File: src/rtl/fdc_seq_pkg.sv
package fdc_seq_pkg;

    localparam logic [7:0] OPC_SEEK_ABS = 8'h0F;
    localparam logic [7:0] OPC_SEEK_OUT = 8'h8F;
    localparam logic [7:0] OPC_SEEK_IN  = 8'hCF;
    localparam logic [7:0] OPC_SENSE    = 8'h08;

    localparam logic [7:0] ST0_SEEK_END = 8'h20;
    localparam logic [7:0] BYTE_INVALID = 8'h80;

    localparam int STB_RQM  = 7;
    localparam int STB_DIO  = 6;
    localparam int STB_BUSY = 4;

    typedef enum logic [1:0] {
        PH_IDLE,
        PH_PARAM,
        PH_EXEC,
        PH_RESULT
    } phase_e;

    typedef enum logic [2:0] {
        OP_ABS,
        OP_OUT,
        OP_IN,
        OP_SENSE,
        OP_BAD
    } op_kind_e;

endpackage

File: src/rtl/fdc_op_decode.sv
module fdc_op_decode
    import fdc_seq_pkg::*;
(
    input  logic [7:0] opcode,
    output op_kind_e   kind,
    output logic       is_seek
);

    always_comb begin
        unique case (opcode)
            OPC_SEEK_ABS: kind = OP_ABS;
            OPC_SEEK_OUT: kind = OP_OUT;
            OPC_SEEK_IN:  kind = OP_IN;
            OPC_SENSE:    kind = OP_SENSE;
            default:      kind = OP_BAD;
        endcase
        is_seek = (kind == OP_ABS) || (kind == OP_OUT) || (kind == OP_IN);
    end

endmodule

File: src/rtl/fdc_cyl_step.sv
module fdc_cyl_step
    import fdc_seq_pkg::*;
#(
    parameter int CYL_W   = 8,
    parameter int MAX_CYL = 79
) (
    input  op_kind_e         kind,
    input  logic [CYL_W-1:0] cur,
    input  logic [7:0]       arg,
    output logic [CYL_W-1:0] nxt
);

    // Wide enough for cylinder or argument plus one carry bit
    localparam int SW = ((CYL_W > 8) ? CYL_W : 8) + 1;
    localparam logic [SW-1:0] LIM = SW'(MAX_CYL);

    logic [SW-1:0] cur_w;
    logic [SW-1:0] arg_w;
    logic [SW-1:0] raw;

    always_comb begin
        cur_w = SW'(cur);
        arg_w = SW'(arg);
        case (kind)
            OP_ABS:  raw = arg_w;
            OP_OUT:  raw = (cur_w > arg_w) ? (cur_w - arg_w) : '0;
            OP_IN:   raw = cur_w + arg_w;
            default: raw = cur_w;
        endcase
        nxt = CYL_W'((raw > LIM) ? LIM : raw);
    end

endmodule

File: src/rtl/fdc_seek_timer.sv
module fdc_seek_timer #(
    parameter int SEEK_CYCLES = 64
) (
    input  logic clk,
    input  logic rst_n,
    input  logic start,
    output logic busy,
    output logic done
);

    localparam int CW = (SEEK_CYCLES > 1) ? $clog2(SEEK_CYCLES) : 1;
    localparam logic [CW-1:0] LOAD = CW'(SEEK_CYCLES - 1);

    typedef struct packed {
        logic          run;
        logic [CW-1:0] cnt;
    } tmr_t;

    tmr_t tmr_d, tmr_q;

    always_comb begin
        tmr_d = tmr_q;
        if (start) begin
            tmr_d.run = 1'b1;
            tmr_d.cnt = LOAD;
        end else if (tmr_q.run) begin
            if (tmr_q.cnt == '0) begin
                tmr_d.run = 1'b0;
            end else begin
                tmr_d.cnt = tmr_q.cnt - 1'b1;
            end
        end
    end

    always_ff @(posedge clk or negedge rst_n) begin
        if (!rst_n) begin
            tmr_q <= '0;
        end else begin
            tmr_q <= tmr_d;
        end
    end

    assign busy = tmr_q.run;
    assign done = tmr_q.run && (tmr_q.cnt == '0);


    timer_restart_chk: assert property (@(posedge clk) disable iff (!rst_n)
        start |-> !tmr_q.run);


    timer_hold_chk: assert property (@(posedge clk) disable iff (!rst_n)
        (tmr_q.run && !done) |=> tmr_q.run);

endmodule

File: src/rtl/fdc_cmd_seq.sv
module fdc_cmd_seq
    import fdc_seq_pkg::*;
#(
    parameter int CYL_W       = 8,
    parameter int MAX_CYL     = 79,
    parameter int SEEK_CYCLES = 64
) (
    input  logic       clk,
    input  logic       rst_n,
    input  logic       cmd_wr,
    input  logic [7:0] cmd_wdata,
    input  logic       res_rd,
    output logic [7:0] res_rdata,
    output logic [7:0] stat_o,
    output logic       irq_o
);

    typedef struct packed {
        phase_e           phase;
        op_kind_e         kind;
        logic             need_sel;
        logic [2:0]       hd_drv;
        logic [7:0]       arg;
        logic [CYL_W-1:0] pcn;
        logic             pend;
        logic [7:0]       res0;
        logic [7:0]       res1;
        logic             two;
        logic             idx;
    } seq_t;

    seq_t seq_d, seq_q;

    op_kind_e         dec_kind;
    logic             dec_seek;
    logic [CYL_W-1:0] step_pcn;
    logic             tmr_start;
    logic             tmr_busy;
    logic             seek_done;

    fdc_op_decode u_dec (
        .opcode  (cmd_wdata),
        .kind    (dec_kind),
        .is_seek (dec_seek)
    );

    fdc_cyl_step #(
        .CYL_W   (CYL_W),
        .MAX_CYL (MAX_CYL)
    ) u_step (
        .kind (seq_q.kind),
        .cur  (seq_q.pcn),
        .arg  (seq_q.arg),
        .nxt  (step_pcn)
    );

    fdc_seek_timer #(
        .SEEK_CYCLES (SEEK_CYCLES)
    ) u_tmr (
        .clk   (clk),
        .rst_n (rst_n),
        .start (tmr_start),
        .busy  (tmr_busy),
        .done  (seek_done)
    );

    always_comb begin
        seq_d     = seq_q;
        tmr_start = 1'b0;
        case (seq_q.phase)
            PH_IDLE: begin
                if (cmd_wr) begin
                    seq_d.kind = dec_kind;
                    seq_d.idx  = 1'b0;
                    if (dec_seek) begin
                        seq_d.phase    = PH_PARAM;
                        seq_d.need_sel = 1'b1;
                        seq_d.pend     = 1'b0;
                    end else if (dec_kind == OP_SENSE && seq_q.pend) begin
                        seq_d.phase = PH_RESULT;
                        seq_d.res0  = ST0_SEEK_END | {5'b0, seq_q.hd_drv};
                        seq_d.res1  = 8'(seq_q.pcn);
                        seq_d.two   = 1'b1;
                        seq_d.pend  = 1'b0;
                    end else begin
                        seq_d.phase = PH_RESULT;
                        seq_d.res0  = BYTE_INVALID;
                        seq_d.two   = 1'b0;
                    end
                end
            end
            PH_PARAM: begin
                if (cmd_wr) begin
                    if (seq_q.need_sel) begin
                        seq_d.hd_drv   = cmd_wdata[2:0];
                        seq_d.need_sel = 1'b0;
                    end else begin
                        seq_d.arg   = cmd_wdata;
                        seq_d.phase = PH_EXEC;
                        tmr_start   = 1'b1;
                    end
                end
            end
            PH_EXEC: begin
                if (seek_done) begin
                    seq_d.pcn   = step_pcn;
                    seq_d.pend  = 1'b1;
                    seq_d.phase = PH_IDLE;
                end
            end
            default: begin
                if (res_rd) begin
                    if (seq_q.two && !seq_q.idx) begin
                        seq_d.idx = 1'b1;
                    end else begin
                        seq_d.idx   = 1'b0;
                        seq_d.phase = PH_IDLE;
                    end
                end
            end
        endcase
    end

    always_ff @(posedge clk or negedge rst_n) begin
        if (!rst_n) begin
            seq_q       <= '0;
            seq_q.phase <= PH_IDLE;
            seq_q.kind  <= OP_BAD;
        end else begin
            seq_q <= seq_d;
        end
    end

    always_comb begin
        stat_o = 8'h00;
        case (seq_q.phase)
            PH_IDLE: stat_o[STB_RQM] = 1'b1;
            PH_PARAM: begin
                stat_o[STB_RQM]  = 1'b1;
                stat_o[STB_BUSY] = 1'b1;
            end
            PH_EXEC: stat_o[STB_BUSY] = 1'b1;
            default: begin
                stat_o[STB_RQM]  = 1'b1;
                stat_o[STB_DIO]  = 1'b1;
                stat_o[STB_BUSY] = 1'b1;
            end
        endcase
    end

    assign res_rdata = seq_q.idx ? seq_q.res1 : seq_q.res0;
    assign irq_o     = seq_q.pend;


    param_irq_low_chk: assert property (@(posedge clk) disable iff (!rst_n)
        (seq_q.phase == PH_PARAM) |-> !irq_o);


    irq_source_chk: assert property (@(posedge clk) disable iff (!rst_n)
        $rose(irq_o) |-> $past(seek_done));


    cyl_range_chk: assert property (@(posedge clk) disable iff (!rst_n)
        seq_q.pcn <= CYL_W'(MAX_CYL));


    exec_write_chk: assert property (@(posedge clk) disable iff (!rst_n)
        (seq_q.phase == PH_EXEC && cmd_wr && !seek_done) |=> $stable(seq_q.pcn));


    exec_timer_chk: assert property (@(posedge clk) disable iff (!rst_n)
        (seq_q.phase == PH_EXEC) |-> tmr_busy);


    result_end_chk: assert property (@(posedge clk) disable iff (!rst_n)
        (seq_q.phase == PH_RESULT && res_rd && (!seq_q.two || seq_q.idx)) |=> (stat_o == 8'h80));


    sense_clear_chk: assert property (@(posedge clk) disable iff (!rst_n)
        (seq_q.phase == PH_IDLE && cmd_wr && cmd_wdata == OPC_SENSE) |=> !irq_o);

endmodule

File: config.mk
export PLATFORM = sky130hd
export DESIGN_NAME = fdc_cmd_seq
export DESIGN_NICKNAME = d
export VERILOG_FILES = /design/src/rtl/fdc_seq_pkg.sv /design/src/rtl/fdc_op_decode.sv /design/src/rtl/fdc_cyl_step.sv /design/src/rtl/fdc_seek_timer.sv /design/src/rtl/fdc_cmd_seq.sv
export SDC_FILE = /design/constraint.sdc
export NUM_CORES = 1
export LEC_CHECK = 0
export ABC_CLOCK_PERIOD_IN_PS = 2400
export CELL_PAD_IN_SITES_DETAIL_PLACEMENT = 0
export CELL_PAD_IN_SITES_GLOBAL_PLACEMENT = 1
export CORE_ASPECT_RATIO = 0.7
export CORE_MARGIN = 3
export CORE_UTILIZATION = 45
export CTS_CLUSTER_SIZE = 30
export DETAILED_ROUTE_END_ITERATION = 10
export DONT_BUFFER_PORTS = 1
export GPL_TIMING_DRIVEN = 0
export PLACE_DENSITY_LB_ADDON = 0.1
export RECOVER_POWER = 25
export SLEW_MARGIN = 20
export SYNTH_ARGS = -nofsm -noshare
export SYNTH_HDL_FRONTEND = slang
export SYNTH_HIERARCHICAL = 1
export SYNTH_SLANG_ARGS = --single-unit
File: constraint.sdc
create_clock -name clk -period 2.4 [get_ports clk]
set_input_delay 0.36 -clock clk [delete_from_list [all_inputs] [get_ports clk]]
set_output_delay 0.36 -clock clk [all_outputs]
set_load 0.02 [all_outputs]
# Yosys cells after proc, flatten, opt, wreduce, memory -nomap -nowiden
# Index checks and enable logic that the tools add are counted.
# word_totals
ff_bits	51
in_bits	12
output_inout_bits	17
word_cells	108
# classes
addsub	3
magnitude_cmp	2
n_eq_ne	19
n_mux	40
bitwise_logic	3
reduce_logical	28
# ops
operator	count
two-way mux 8 bit	5
case mux 9 bit (3 select lines)	1
two-way mux 19 bit	1
two-way mux 17 bit	1
== test 8 x 4 -> 1 bit (second input constant)	2
== test 8 bit (second input constant)	2
two-way mux 1 bit	14
two-way mux 7 bit	2
two-way mux 12 bit	1
two-way mux 2 bit	6
two-way mux 6 bit	2
!= test 2 bit (second input constant)	6
case mux 3 bit (4 select lines)	1
AND reduction 3 bit	4
AND reduction 4 bit	3
adder 8 x 8 -> 9 bit	1
== test 3 x 2 -> 1 bit (second input constant)	3
> comparator 9 x 7 -> 1 bit (second input constant)	1
two-way mux 9 bit	1
subtractor 8 x 8 -> 9 bit	1
> comparator 8 bit	1
nonzero test 2 bit	4
== test 3 x 1 -> 1 bit (second input constant)	2
logical NOT 3 bit	2
19 further kinds	28

# Depth between registers and ports, before layout
# depth
word_depth	8
mapped_depth	11
depth_no_buf	11

# Hierarchy
# Netlist, hierarchy kept.
# by_module_without_submodules
mod	instances	cells_each	area_per_inst_um2	seq_area_each_um2
fdc_cmd_seq	1	159	1833.0	1002.2
fdc_cyl_step	1	153	1151.1	0.0
fdc_seek_timer	1	44	414.1	175.2
fdc_op_decode	1	12	77.6	0.0

# Least setup slack after synthesis
# OpenSTA, ideal clock, no wires.
# synth_timing
path_kind	register -> register
start	register seq_q[19] (netlist bit)
end	register seq_q[24] (netlist bit)
setup_time_ns	0.125
t_arrival_ns	2.336
required_time_ns	2.275
setup_slack_ns	-0.061
stages_incl_launch_ff	12
n_path_buf	0
period_less_slack_ns	2.461
cell_sequence	dfrtp_1 > ha_1 > inv_1 > fa_1 > o21bai_1 > a21oi_1 > o31ai_1 > xnor2_1 > o21ai_0 > nor3_1 > and2_1 > mux2_2
# synth_between
elab_chain_len	5
word_cells_on_any_way	7
cone_classes	add/sub: 2; order compare: 2; mux: 3
# synth_rtl
item	line	rtl
start, declared	fdc_cmd_seq.sv:32	seq_t seq_d, seq_q;
start signal, assigned	fdc_cmd_seq.sv:130	seq_q <= seq_d;
subtractor 8 x 8 -> 9 bit / > comparator 8 bit (equally long branches)	fdc_cyl_step.sv:26	OP_OUT: raw = (cur_w > arg_w) ? (cur_w - arg_w) : '0;
two-way mux 9 bit	fdc_cyl_step.sv:26	
case mux 9 bit (3 select lines) *	fdc_cyl_step.sv:24	case (kind)
> comparator 9 x 7 -> 1 bit	fdc_cyl_step.sv:30	nxt = CYL_W'((raw > LIM) ? LIM : raw);
two-way mux 8 bit *	fdc_cyl_step.sv:30	
via step_pcn[5]	fdc_cmd_seq.sv:36	logic [CYL_W-1:0] step_pcn;
# Mark *: on every way through the listed nets, which the timed path passes. The rest lies on a longest branch.
# A chain may end at the register's enable or synchronous reset.

# Worst setup path in the final report
# layout_timing
start	register seq_q[27] (netlist bit)
end	register seq_q[20] (netlist bit)
# The elaborated chain is that of the path after synthesis.

==> summary.txt <==
Worst Path Buf+Inv -> 1
worst-path cell chain -> buf_6 > ha_4 > fa_2 > or2b_1 > a21oi_2 > o21a_1 > o21a_1 > nor3_2 > o22ai_4 > nand3b_1 > mux2_4
WL per Instance -> 16.6 um
CP startpoint kind -> register
Static Leak -> 1.84 nW
Max Slew Vio Count -> 0
Area growth syn-to-layout -> 15.9%
Max FO, Critical Path -> 4
Crit Path Class -> reg -> reg
VDD IR max -> 511 uV
initial antenna violation count -> 0
ys flop type -> dfrtp_1
outcome -> finished with violations
CTS Buf Count -> 5
vias -> 2,739
final wirelength -> 8270 um
TritonCTS clock tree -> built
Required @ worst endpoint -> 2.58 ns
unrepaired setup endpoints after global routing -> true
GR Util All Layers -> 0.190
Max Freq -> 377 MHz
Final Critical Period -> 2.65 ns
antenna cells -> 0
Post-synth EDFFs -> 0
fin crit share -> 1.11
initial drt markers -> 147
Post-Syn Instances -> 368
nets@finish -> 437
synth unique cells -> 79
input/output buffers -> 0
first-pass GRT wire length -> 13,600 um
Hold Worst Slack -> 0.174 ns
worst-skew pair later-pin latency -> 0.29 ns
Multi-input gate area -> 2210 um^2
Yosys top cell by area -> dfrtp_1
DR pass1 iterations -> 4
Slew Limit Headroom -> 0.224
Setup WS pre-CTS -> -0.496 ns
crit-path max cell delay -> 0.46 ns
Horiz. Die Dim -> 111 um
Chip Height -> 79.5 um
Final Hold Vio Count -> 0
Max clock buf depth -> 2
total gr overflow -> 0
Yosys warnings -> 6
slowest CP cell -> dfrtp_2
largest cells by area after synthesis -> dfrtp_1, ha_1, mux2_2
CTS sink count -> 47
Worst-path clk slew -> 0.08 ns
post-synthesis instance area -> 3480 um^2
share of the synthesized area in the top cell type -> 0.331
final worst slack -> -0.255 ns
Clock Tree Root -> clkbuf_8
Max Cap Violations -> 0
initial core utilization -> 0.471
Yosys reg bits -> 47
Power Dens Cells -> 1160 nW/um^2
share of cells above drive strength 1 -> 0.287
dpl hpwl -> 6260 um
H-tree depth -> 2
Worst Tran Pin Value -> 1.16 ns
ys async rst share -> 1.00
Filler cells -> 664
die area -> 8830 um^2
RD Place Congestion -> 0.846
skew final -> 0.00902 ns
vias in the first global route -> 2,652
register area -> 1180 um^2
ANT nets after route -> 0
num ports -> 29
post-synthesis sequential area ratio -> 0.339
crit end category -> register
final std cells w/o fill -> 499
largest net degree at the start of global routing -> 48
Final setup violation count -> 7
CP delay by family, top -> compound AO/OA/AOI/OAI gates
Worst Path Arrival -> 2.83 ns
Placed Cells -> 470
DRC -> 0
most frequent cells in the layout -> nand2_1, dfrtp_1, inv_1, buf_4, ha_1
Pwr Total -> 4.68 mW
commonest non-fill, non-tap cell in the layout -> nand2_1
syn_area_per_cell -> 9.45 um^2
violated checks -> negative setup slack
vias per inst -> 5.49
Cell Rows -> 26
CP most frequent cell -> o21a_1
Core Area -> 7380 um^2
worst hold path type -> in -> reg
## final timing paths
kind,to,slack (ns),depth (start not counted),from
setup / recovery,seq_q[20],-0.25,11,seq_q[27]
hold / removal,seq_q[31],0.17,2,cmd_wdata[4]
setup reg to reg,seq_q[20],-0.25,11,seq_q[27]
hold reg to reg,seq_q[10],0.49,2,seq_q[10]
max in group asynchronous,seq_q[20],0.75,2,rst_n
min in group asynchronous,u_tmr/tmr_q[3],0.85,2,rst_n
## layer usage
layer | GRT usage | part of all wire | vias up | wire length, um
li1 | - | - | 1366 | -
met1 | 0.300 | 0.55 | 1329 | 4590
met2 | 0.276 | 0.40 | 42 | 3310
met3 | 0.0348 | 0.043 | 2 | 356
met4 | 0.0219 | 0.0022 | 0 | 18
met5 | 0 | 0 | - | 0
## sequential cells by signal, summed over array words and instances (netlist names)
name,flops
seq_q,39
u_tmr/busy,1
u_tmr/tmr_q,6
irq_o,1
## cells in the mapped netlist (all sizes together), types with 2 or more instances
library cell and instances:
or4 3, a21oi 18, or2 2, nand4 3, ha 23, clkbuf 4, o32ai 3, and2b 2
o211ai 2, xnor2 4, inv 28, o21ai 19, and3 2, a21o 4, o31ai 8, or3b 4
nor3b 2, buf 13, nand3 5, mux2 25, a311oi 3, nor2b 7, dfrtp 46, nor3 14
nand2 43, a22oi 2, nand3b 5, o22ai 2, nor2 18, and2 7, mux2i 7, o21a 3
a211oi 5, a31oi 3, a211o 2, or2b 2, and4 3, fa 2, nand2b 3, conb 2
## worst register-to-register path, delay by kind of cell (launching register included)
family,cells,cell delay (ns)
muxes,1,0.27
DFF,1,0.46
adders and majority gates,2,0.49
buffers and inverters,1,0.14
and+or+nand+nor,3,0.45
AOI/OAI and AO/OA,4,0.73
## cell families (layout without fill, tap and decap cells)
kind of cell	count (synthesis)	count (layout)	synth area share
other cells	2	6	0.00216
compound gates	83	83	0.172
fa+ha+maj	25	25	0.0943
mux	32	32	0.101
xor+xnor	5	5	0.0126
simple gates	128	128	0.208
buf+inv	46	75	0.0713
flops	47	47	0.339
## metrics by stage
step / instance area, um^2 / TNS, ns / utilization
after detailed placement: 3620 / -3.74 / 0.491
after CTS: 3920 / -1.93 / 0.531
final: 4030 / -1.63 / 0.546
after global routing: 4030 / -2.29 / 0.546
after floorplan: 3500 / 0 / -
after global placement: 3620 / -3.46 / 0.491
## timing repair
item                                    CTS  global route
endpoints found under the setup margin    9             9
hold endpoints to repair                 47             0
setup buffers                            11             9
gates resized for setup                  20            16
hold buffers                              2             0
pin swaps                                12            15
cloned                                    0             0
## final cells by class
type | instances | area share
multi-input combinational | 279 | 0.547
sequential | 47 | 0.294
timing repair buffer | 22 | 0.0419
buffer | 16 | 0.0335
tap | 98 | 0.0304
inverter | 29 | 0.0279
clock buffer | 8 | 0.0248
## where the power goes
part / switching, mW / total [mW] / internal (mW)
sequential: 0.305 / 1.34 / 1.04
combinational: 1.49 / 2.82 / 1.32
clock: 0.258 / 0.521 / 0.263
No activity file was read; power rests on OpenSTA's default activity.
